$ cat config.mk
export PLATFORM = sky130hd
export DESIGN_NAME = sdr_boot_refresh_sched
export DESIGN_NICKNAME = d
export VERILOG_FILES = /design/src/rtl/sdr_sched_pkg.sv /design/src/rtl/sdr_refi_timer.sv /design/src/rtl/sdr_pend_count.sv /design/src/rtl/sdr_boot_fsm.sv /design/src/rtl/sdr_boot_refresh_sched.sv
export SDC_FILE = /design/constraint.sdc
export NUM_CORES = 1
export LEC_CHECK = 0
export ABC_AREA = 1
export BUFFER_PORTS_ARGS = -buffer_cell sky130_fd_sc_hd__buf_4
export CAP_MARGIN = 25
export CORE_MARGIN = 8
export CORE_UTILIZATION = 45
export DETAILED_ROUTE_END_ITERATION = 8
export SLEW_MARGIN = 5
export SYNTH_ARGS = -nofsm -noshare
export SYNTH_HDL_FRONTEND = slang
export SYNTH_SLANG_ARGS = --single-unit
$ cat constraint.sdc
create_clock -name clk_i -period 2.7 [get_ports clk_i]
set_input_delay 0.27 -clock clk_i [delete_from_list [all_inputs] [get_ports clk_i]]
set_output_delay 0.27 -clock clk_i [all_outputs]
set_load 0.05 [all_outputs]
$ cat src/rtl/sdr_sched_pkg.sv
package sdr_sched_pkg;

  typedef enum logic [3:0] {
    CMD_LMR = 4'b0000,
    CMD_REF = 4'b0001,
    CMD_PRE = 4'b0010,
    CMD_NOP = 4'b0111
  } sdr_cmd_e;

  function automatic int cyc_up(input int ps, input int clk_ps);
    return (ps + clk_ps - 1) / clk_ps;
  endfunction

  function automatic int cyc_down(input int ps, input int clk_ps);
    return ps / clk_ps;
  endfunction

  // wait counters load (n - 2), so every gap needs at least 2 cycles
  function automatic int at_least2(input int n);
    return (n < 2) ? 2 : n;
  endfunction

endpackage

$ cat src/rtl/sdr_refi_timer.sv
module sdr_refi_timer #(
  parameter int REFI_C = 1953
) (
  input  logic clk_i,
  input  logic rst_ni,
  input  logic en_i,
  output logic tick_o
);
  localparam int W = $clog2(REFI_C + 1);
  localparam logic [W-1:0] LOAD = W'(REFI_C - 1);

  logic [W-1:0] cnt_q;

  assign tick_o = en_i && (cnt_q == '0);

  always_ff @(posedge clk_i or negedge rst_ni) begin
    if (!rst_ni)                 cnt_q <= LOAD;
    else if (!en_i || tick_o)    cnt_q <= LOAD;
    else                         cnt_q <= cnt_q - 1'b1;
  end
endmodule

$ cat src/rtl/sdr_pend_count.sv
module sdr_pend_count #(
  parameter int PEND_W = 4
) (
  input  logic clk_i,
  input  logic rst_ni,
  input  logic inc_i,
  input  logic dec_i,
  output logic pend_o
);
  localparam logic [PEND_W-1:0] MAXV = '1;

  logic [PEND_W-1:0] cnt_q;

  assign pend_o = (cnt_q != '0);

  always_ff @(posedge clk_i or negedge rst_ni) begin
    if (!rst_ni) cnt_q <= '0;
    else if (inc_i && !dec_i && cnt_q != MAXV) cnt_q <= cnt_q + 1'b1;
    else if (dec_i && !inc_i && cnt_q != '0)   cnt_q <= cnt_q - 1'b1;
  end
endmodule

$ cat src/rtl/sdr_boot_fsm.sv
module sdr_boot_fsm
  import sdr_sched_pkg::*;
#(
  parameter int PWR_C     = 12500,
  parameter int TRP_C     = 3,
  parameter int TRFC_C    = 9,
  parameter int TMRD_C    = 2,
  parameter int INIT_REFS = 2,
  parameter int CAS_LAT   = 3,
  parameter int ADDR_W    = 12
) (
  input  logic              clk_i,
  input  logic              rst_ni,
  input  logic              go_i,
  output logic [3:0]        cmd_o,
  output logic [ADDR_W-1:0] addr_o,
  output logic              run_o,
  output logic              own_o
);
  localparam int MAXD  = (PWR_C > TRFC_C) ? PWR_C : TRFC_C;
  localparam int CW    = $clog2(MAXD + 1);
  localparam int NW    = $clog2(INIT_REFS + 1);
  localparam logic [ADDR_W-1:0] MODE_WORD = ADDR_W'(CAS_LAT << 4);

  typedef enum logic [3:0] {
    ST_PWR, ST_PRE, ST_TRP, ST_REF, ST_RFC,
    ST_MRS, ST_MRD, ST_RUN, ST_RREF, ST_RRFC
  } st_e;

  st_e           st_q;
  logic [CW-1:0] cnt_q;
  logic [NW-1:0] nref_q;
  logic          zero;

  assign zero = (cnt_q == '0);

  always_ff @(posedge clk_i or negedge rst_ni) begin
    if (!rst_ni) begin
      st_q   <= ST_PWR;
      cnt_q  <= CW'(PWR_C - 1);
      nref_q <= '0;
    end else begin
      unique case (st_q)
        ST_PWR:  if (zero) st_q <= ST_PRE; else cnt_q <= cnt_q - 1'b1;
        ST_PRE:  begin st_q <= ST_TRP; cnt_q <= CW'(TRP_C - 2); end
        ST_TRP:  if (zero) st_q <= ST_REF; else cnt_q <= cnt_q - 1'b1;
        ST_REF:  begin
          st_q   <= ST_RFC;
          cnt_q  <= CW'(TRFC_C - 2);
          nref_q <= nref_q + 1'b1;
        end
        ST_RFC:  if (zero) st_q <= (nref_q == NW'(INIT_REFS)) ? ST_MRS : ST_REF;
                 else cnt_q <= cnt_q - 1'b1;
        ST_MRS:  begin st_q <= ST_MRD; cnt_q <= CW'(TMRD_C - 2); end
        ST_MRD:  if (zero) st_q <= ST_RUN; else cnt_q <= cnt_q - 1'b1;
        ST_RUN:  if (go_i) st_q <= ST_RREF;
        ST_RREF: begin st_q <= ST_RRFC; cnt_q <= CW'(TRFC_C - 2); end
        ST_RRFC: if (zero) st_q <= ST_RUN; else cnt_q <= cnt_q - 1'b1;
        default: st_q <= ST_PWR;
      endcase
    end
  end

  always_comb begin
    cmd_o  = CMD_NOP;
    addr_o = '0;
    unique case (st_q)
      ST_PRE:          begin cmd_o = CMD_PRE; addr_o[10] = 1'b1; end
      ST_REF, ST_RREF: cmd_o = CMD_REF;
      ST_MRS:          begin cmd_o = CMD_LMR; addr_o = MODE_WORD; end
      default:         ;
    endcase
  end

  assign run_o = (st_q == ST_RUN) || (st_q == ST_RREF) || (st_q == ST_RRFC);
  assign own_o = (st_q != ST_RUN);
endmodule

$ cat src/rtl/sdr_boot_refresh_sched.sv
module sdr_boot_refresh_sched
  import sdr_sched_pkg::*;
#(
  parameter int CLK_PS    = 8000,
  parameter int PWRUP_NS  = 100000,
  parameter int REFI_NS   = 15625,
  parameter int TRFC_NS   = 70,
  parameter int TRP_NS    = 20,
  parameter int TMRD_CYC  = 2,
  parameter int INIT_REFS = 2,
  parameter int CAS_LAT   = 3,
  parameter int ADDR_W    = 12,
  parameter int BANK_W    = 2,
  parameter int PEND_W    = 4
) (
  input  logic              clk_i,
  input  logic              rst_ni,
  input  logic              ref_ack_i,
  output logic [3:0]        cmd_o,
  output logic [ADDR_W-1:0] addr_o,
  output logic [BANK_W-1:0] ba_o,
  output logic              own_bus_o,
  output logic              init_done_o,
  output logic              ref_req_o
);
  localparam int PWR_C  = cyc_up(PWRUP_NS * 1000, CLK_PS);
  localparam int TRP_C  = at_least2(cyc_up(TRP_NS * 1000, CLK_PS));
  localparam int TRFC_C = at_least2(cyc_up(TRFC_NS * 1000, CLK_PS));
  localparam int TMRD_C = at_least2(TMRD_CYC);
  localparam int REFI_C = cyc_down(REFI_NS * 1000, CLK_PS);

  logic tick, grant;

  assign grant = ref_ack_i && ref_req_o && !own_bus_o;
  assign ba_o  = '0;

  sdr_refi_timer #(.REFI_C(REFI_C)) u_timer (
    .clk_i  (clk_i),
    .rst_ni (rst_ni),
    .en_i   (init_done_o),
    .tick_o (tick)
  );

  sdr_pend_count #(.PEND_W(PEND_W)) u_pend (
    .clk_i  (clk_i),
    .rst_ni (rst_ni),
    .inc_i  (tick),
    .dec_i  (grant),
    .pend_o (ref_req_o)
  );

  sdr_boot_fsm #(
    .PWR_C(PWR_C), .TRP_C(TRP_C), .TRFC_C(TRFC_C), .TMRD_C(TMRD_C),
    .INIT_REFS(INIT_REFS), .CAS_LAT(CAS_LAT), .ADDR_W(ADDR_W)
  ) u_fsm (
    .clk_i  (clk_i),
    .rst_ni (rst_ni),
    .go_i   (grant),
    .cmd_o  (cmd_o),
    .addr_o (addr_o),
    .run_o  (init_done_o),
    .own_o  (own_bus_o)
  );
endmodule

# Yosys cells after proc, flatten, opt, wreduce, memory -nomap -nowiden
# Index checks and enable logic that the tools add are counted.
dict set report totals {
  register_bits 35
  latchBits 0
  mem_bits_rw 0
  romBits 0
  input_bits 3
  out_inout_bits 21
  wordCells 68
  n_memories 0
}
dict set report classes {
  add_sub_neg 5
  multipliers 0
  div 0
  order_cmp 0
  eq_ne 18
  shift 0
  mux 15
  bitwise 0
  reduce_logical 25
}
# operator count
set ops {}
lappend ops {{14-bit one-hot mux with 4 select lines} 1}
lappend ops {{4-bit one-hot mux with 9 select lines} 1}
lappend ops {{4-bit two-way mux} 7}
lappend ops {{4-bit by 3-bit equality test with 1-bit output, second input constant} 4}
lappend ops {{14-bit zero test} 1}
lappend ops {{14-bit two-way mux} 1}
lappend ops {{14-bit by 1-bit subtractor with 14-bit output, second input constant} 1}
lappend ops {{11-bit zero test} 1}
lappend ops {{11-bit two-way mux} 1}
lappend ops {{11-bit by 1-bit subtractor with 11-bit output, second input constant} 1}
lappend ops {{3-bit one-hot mux with 3 select lines} 1}
lappend ops {{4-bit by 2-bit equality test with 1-bit output, second input constant} 2}
lappend ops {{4-bit equality test, second input constant} 2}
lappend ops {{2-bit by 1-bit inequality test with 1-bit output, second input constant} 4}
lappend ops {{4-bit nonzero test} 2}
lappend ops {{1-bit logical AND} 7}
lappend ops {{6-bit two-way mux} 1}
lappend ops {{5-bit AND reduction} 1}
lappend ops {{5-bit OR reduction} 1}
lappend ops {{4-bit by 1-bit adder with 4-bit output, second input constant} 1}
lappend ops {{4-bit by 1-bit equality test with 1-bit output, second input constant} 1}
lappend ops {{1-bit zero test} 4}
lappend ops {{4-bit zero test} 1}
lappend ops {{2-bit inequality test, second input constant} 2}
lappend ops {{11 further kinds} 14}

# Logic depth before layout (Yosys ltp)
dict set report logic_depth {
  ltp_word 9
  depth_mapped 16
  ltp_nobuf 16
}

# Modules after synthesis
# Synthesis repeated with hierarchy kept, for this count alone.
dict set report unflattened {
  cells_unflattened 331
  area_unflattened_um2 2408.6
}
# mod instances cells_each area_each_um2 seq_area_each_um2
set by_module_without_submodules {}
lappend by_module_without_submodules {sdr_boot_fsm 1 217 1487.7 509.2}
lappend by_module_without_submodules {sdr_refi_timer 1 67 568.0 281.5}
lappend by_module_without_submodules {sdr_pend_count 1 42 324.1 100.1}
lappend by_module_without_submodules {sdr_boot_refresh_sched 1 5 28.8 0.0}

# Worst setup path after synthesis
# Ideal clock, no wire load.
dict set report synth_path {
  path_kind {register -> register}
  startpoint {register u_pend.cnt_q[0]}
  endpoint {register u_pend.cnt_q[3]}
  setup_ns 0.117
  arrival_ns 2.121
  required_ns 2.583
  path_slack_ns 0.463
  path_stages_with_launch 14
  path_buffers 0
  synth_period_minus_slack_ns 2.237
  path_cell_list {dfrtp_1 -> nor2_1 -> nand2_1 -> nand2_1 -> nor2_1 -> nor2_1 -> nand2_2 -> ha_1 -> a21oi_1 -> nand2_1 -> o21ai_0 -> nand2_1 -> nand2_1 -> nand2_1}
}
dict set report synth_via {
  elab_chain_len 7
  elab_cells_between_ends 14
  classes_between {2 x add/sub; 1 x eq/ne; 2 x mux; 9 x reduce/logical}
}
# element line
set synth_rtl {}
lappend synth_rtl {{start: declaration} sdr_pend_count.sv:12} ;# logic [PEND_W-1:0] cnt_q;
lappend synth_rtl {{start signal: assignment} sdr_pend_count.sv:18} ;# else if (inc_i && !dec_i && cnt_q != MAXV) cnt_q <= cnt_q + 1'b1;
lappend synth_rtl {{start signal: assignment} sdr_pend_count.sv:19} ;# else if (dec_i && !inc_i && cnt_q != '0) cnt_q <= cnt_q - 1'b1;
lappend synth_rtl {{4-bit nonzero test *} sdr_pend_count.sv:14} ;# assign pend_o = (cnt_q != '0);
lappend synth_rtl {{via ref_req_o} sdr_boot_refresh_sched.sv:24} ;# output logic ref_req_o
lappend synth_rtl {{1-bit logical AND (2 in series)} sdr_boot_refresh_sched.sv:34} ;# assign grant = ref_ack_i && ref_req_o && !own_bus_o;
lappend synth_rtl {{1-bit zero test} sdr_pend_count.sv:18}
lappend synth_rtl {{1-bit logical AND (2 in series)} sdr_pend_count.sv:18}
lappend synth_rtl {{4-bit two-way mux or 2-bit nonzero test (tied branches)} n/a}
# The timed path passes the listed nets; every way through them passes the cells marked *. The select of a mux whose other input is x is not followed.
# A chain may end at the register's enable or synchronous reset.

# Final worst setup path
dict set report layout_path {
  startpoint {register u_timer.cnt_q[0]}
  endpoint {register u_pend.cnt_q[3]}
}
dict set report layout_via {
  elab_chain_len 6
  elab_cells_between_ends 9
  classes_between {1 x mux; 8 x reduce/logical}
}
# element line
set layout_rtl {}
lappend layout_rtl {{start: declaration} sdr_refi_timer.sv:12} ;# logic [W-1:0] cnt_q;
lappend layout_rtl {{start signal: assignment} sdr_refi_timer.sv:19} ;# else cnt_q <= cnt_q - 1'b1;
lappend layout_rtl {{11-bit zero test *} sdr_refi_timer.sv:14} ;# assign tick_o = en_i && (cnt_q == '0);
lappend layout_rtl {{1-bit logical AND *} sdr_refi_timer.sv:14}
lappend layout_rtl {{1-bit zero test} sdr_pend_count.sv:19}
lappend layout_rtl {{1-bit logical AND (2 in series)} sdr_pend_count.sv:19}
lappend layout_rtl {{2-bit nonzero test (no line)} n/a}
# Mark *: on every way between the ends. The rest lies on a longest branch, timed or not.

==> flow_summary.yaml <==
status:
  outcome: "complete, no violations"
setup_path:
  crit_path_end_kind: "flip-flop"
  cp_max_fo: 7
  arrival_ns: 2.45
  crit_required_ns: 2.88
  critPathLaunchType: "flip-flop"
  critPathKind: "reg2reg"
timing:
  clock-skew-final_ns: 0.009305
  slew_violations: 0
  grt_setup_unrepaired: "false"
  min_period_ns: 2.275
  finalCritPeriodShare_pct: 84.27
  finalSetupViolCount: 0
  tns_ns: 0
  timing.hold.ws_ns: 0.4645
  finalHoldViolCount: 0
  fmax_ghz: 0.4395
synthesis:
  muxShareOfSynthArea_pct: 0
  syn_area_sq_um: 2291
  ys_seq_elements: 35
  synthAdderAreaFrac_pct: 4.151
  syn_inst: 314
  synthSimpleGateAreaFrac_pct: 33.92
  synth_xor_area_share_pct: 3.058
  synth_compound_area_share_pct: 8.684
  synth_area_leaders: "dfrtp_1 (25%), dfstp_2 (14%), nand2_1 (12%), nor2_1 (8.4%), nand3_1 (6.1%)"
  netlist.area_leader.share_pct: 25.12
  ys_types: 31
  ys_seq_area_share_pct: 38.89
  synth_top_family_by_area: "simple AND/OR/NAND/NOR gates"
  avgSynthCellArea_sq_um: 7.296
  yosysWarnings: 0
  yosysTopAreaCell: "dfrtp_1"
final_layout:
  multi_input_area_sq_um: 1186
  area_growth_pct: 9.503
  drive_above_1_share_pct: 18.84
  fill_cells: 510
  antennaDiodeCount: 0
  regArea_sq_um: 890.9
  utilization_pct: 50.07
  layout.nets: 338
floorplanning:
  num_rows: 26
  ios: 24
  initial_utilization_pct: 45.73
  dieArea_sq_um: 7630
  coreArea_sq_um: 5010
  chipWidth_um: 87.35
  die_h_um: 87.35
route:
  drt_iter0_drc: 97
  avgViaCountPerCell: 4.677
  ant_nets: 0
  drt-wirelength-per-cell_um: 11.07
  first_pass_iters: 4
  drc_errors: 0
  drt_wl_total_um: 4417
  via_count: 1866
power_and_ir_drop:
  leakagePower_nw: 1.273
  power-per-cell-area_nw_per_um2: 424.6
  p_sw_share_pct: 22.41
  seq_power_share_pct: 49.3
  p_int_w: 0.0008265
  combPwrFrac_pct: 4.7
  switchingPower_w: 0.0002387
  worst_ir_drop_vdd_v: 0.0002371
  pwr-share-clk_pct: 46.0
global_routing:
  met2_usage_pct: 21.49
  antenna_found_initial: 0
  top_usage_layer: "met2"
  met1_usage_pct: 16.55
  grt_pass1_wl_um: 8093
  grt_util_all_layers_pct: 13.22
  gr-total-overflow: 0
  grt_pass1_vias: 1839
  grt_max_degree: 36
  grtUsageMet3_pct: 3.679
clock_tree:
  cts_setup_buffers: 0
  clock_path_buffers: 2
  htreeDepth: 2
  clk_latency_ns: 0.29
  path_clk_slew_ns: 0.06
  cts_root_buf: "clkbuf_8"
  cts.sinks: 35
  cts_buffers: 5
  cts_tree: "done"
hold_path:
  hp-class: "reg2reg"
placement:
  gp_congestion: 0.8407
  dpl.hpwl_um: 3330
  port_buffers: 11
job:
  cap_violations: 0
==> registers in the layout, indices dropped and copies added (netlist names) <==
| signal | count |
|---|---|
| u_fsm.st_q | 4 |
| u_pend.cnt_q | 4 |
| u_timer.cnt_q | 11 |
| u_fsm.nref_q | 2 |
| u_fsm.cnt_q | 14 |
==> worst paths after layout <==
check / from / endpoint / slack [ns] / cells past startpoint
min in group asynchronous: rst_ni / u_fsm.cnt_q[8] / 0.48 / 2
hold / removal: u_timer.cnt_q[0] / u_timer.cnt_q[0] / 0.46 / 1
max in group asynchronous: rst_ni / u_fsm.cnt_q[1] / 1.88 / 2
setup reg to reg: u_timer.cnt_q[0] / u_pend.cnt_q[3] / 0.42 / 14
hold reg to reg: u_timer.cnt_q[0] / u_timer.cnt_q[0] / 0.46 / 1
setup / recovery: u_timer.cnt_q[0] / u_pend.cnt_q[3] / 0.42 / 14
==> synth_stat cells <==
cell      number
nand2_1       76
nor2_1        51
nand3_1       28
inv_1         27
dfrtp_1       23
buf_4         14
dfstp_2       12
nand2_2       12
o21ai_0       12
inv_2          7
a21oi_1        6
ha_1           6
xor2_1         6
nor3_1         5
o21ai_1        4
o21ai_2        4
o31ai_1        3
nand4_1        2
nor2_2         2
or2_2          2
xnor2_1        2
a21o_1         1
a21oi_4        1
buf_2          1
buf_6          1
conb_1         1
fa_1           1
inv_4          1
nand2_4        1
nor2_4         1
o211ai_1       1
==> power groups by stage <==
stage	Sequential, W	Clock [W]	Combinational (W)
after floorplan	0.000534	0	0.0000497
after global placement	0.000534	0	0.0000490
after detailed placement	0.000534	0	0.0000493
after CTS	0.000525	0.000506	0.0000504
after global routing	0.000525	0.000535	0.0000540
final	0.000525	0.000490	0.0000498
==> layout make-up <==
class,instances,area share (%)
Clock buffer,6,3.292
Clock inverter,2,1.397
Inverter,35,5.337
Multi-Input combinational cell,239,47.28
Sequential cell,35,35.51
Tap cell,70,3.491
Timing Repair Buffer,12,3.691
==> worst max-delay path: stages, from the launching register on <==
cell     delay, ns
dfrtp_1       0.40
inv_1         0.06
ha_1          0.17
nand3_1       0.10
nor2_1        0.16
nand3_1       0.15
nor2_1        0.14
nand2_2       0.12
ha_1          0.35
a21oi_1       0.16
nand2_1       0.07
o21ai_0       0.10
nand2_1       0.08
nand2_1       0.06
nand2_1       0.04
==> metrics by stage <==
stage          setup slack (ns)  cells  power [W]  area (sq um)
5_1_grt                  0.1093    399   0.001113          2509
2_1_floorplan            0.4629    325  0.0005842          2332
6_report                 0.4247    399   0.001065          2509
3_3_place_gp             0.5150    390  0.0005834          2381
4_1_cts                  0.3968    399   0.001081          2509
3_5_place_dp             0.3948    390  0.0005836          2381
==> cells in the final DEF (no fill, tap or decap), types with 3 or more instances in the layout <==
cell type  instances
nand3_1           28
xor2_1             6
o21ai_0           12
o21ai_2            4
buf_4             11
inv_1             27
o21ai_1            4
a21oi_1            6
nor2_1            51
dfstp_2           12
o31ai_1            3
inv_2              7
nor3_1             5
nand2_1           76
conb_1            12
dfrtp_1           23
clkbuf_8           6
ha_1               6
nand2_2           12
==> layer usage <==
metal | part of all wire, % | vias up
li1 | - | 995
met1 | 48 | 845
met2 | 47 | 22
met3 | 4.1 | 4
met4 | 0.82 | 0
met5 | 0 | -
==> timing repair <==
item,in CTS,in global routing
hold buffers,1,0
resized for setup,0,0
endpoints found under the setup margin,0,0
hold endpoints to repair,23,0
==> cells by family after synthesis <==
group,Yosys count
AND/OR/NAND/NOR,180
buffers and inverters,51
flip-flops,35
AO/OA/AOI/OAI,32
XOR/XNOR,8
adder cells (fa/ha/maj),7
other,1
Note: power is estimated with default switching activity, not from simulation.
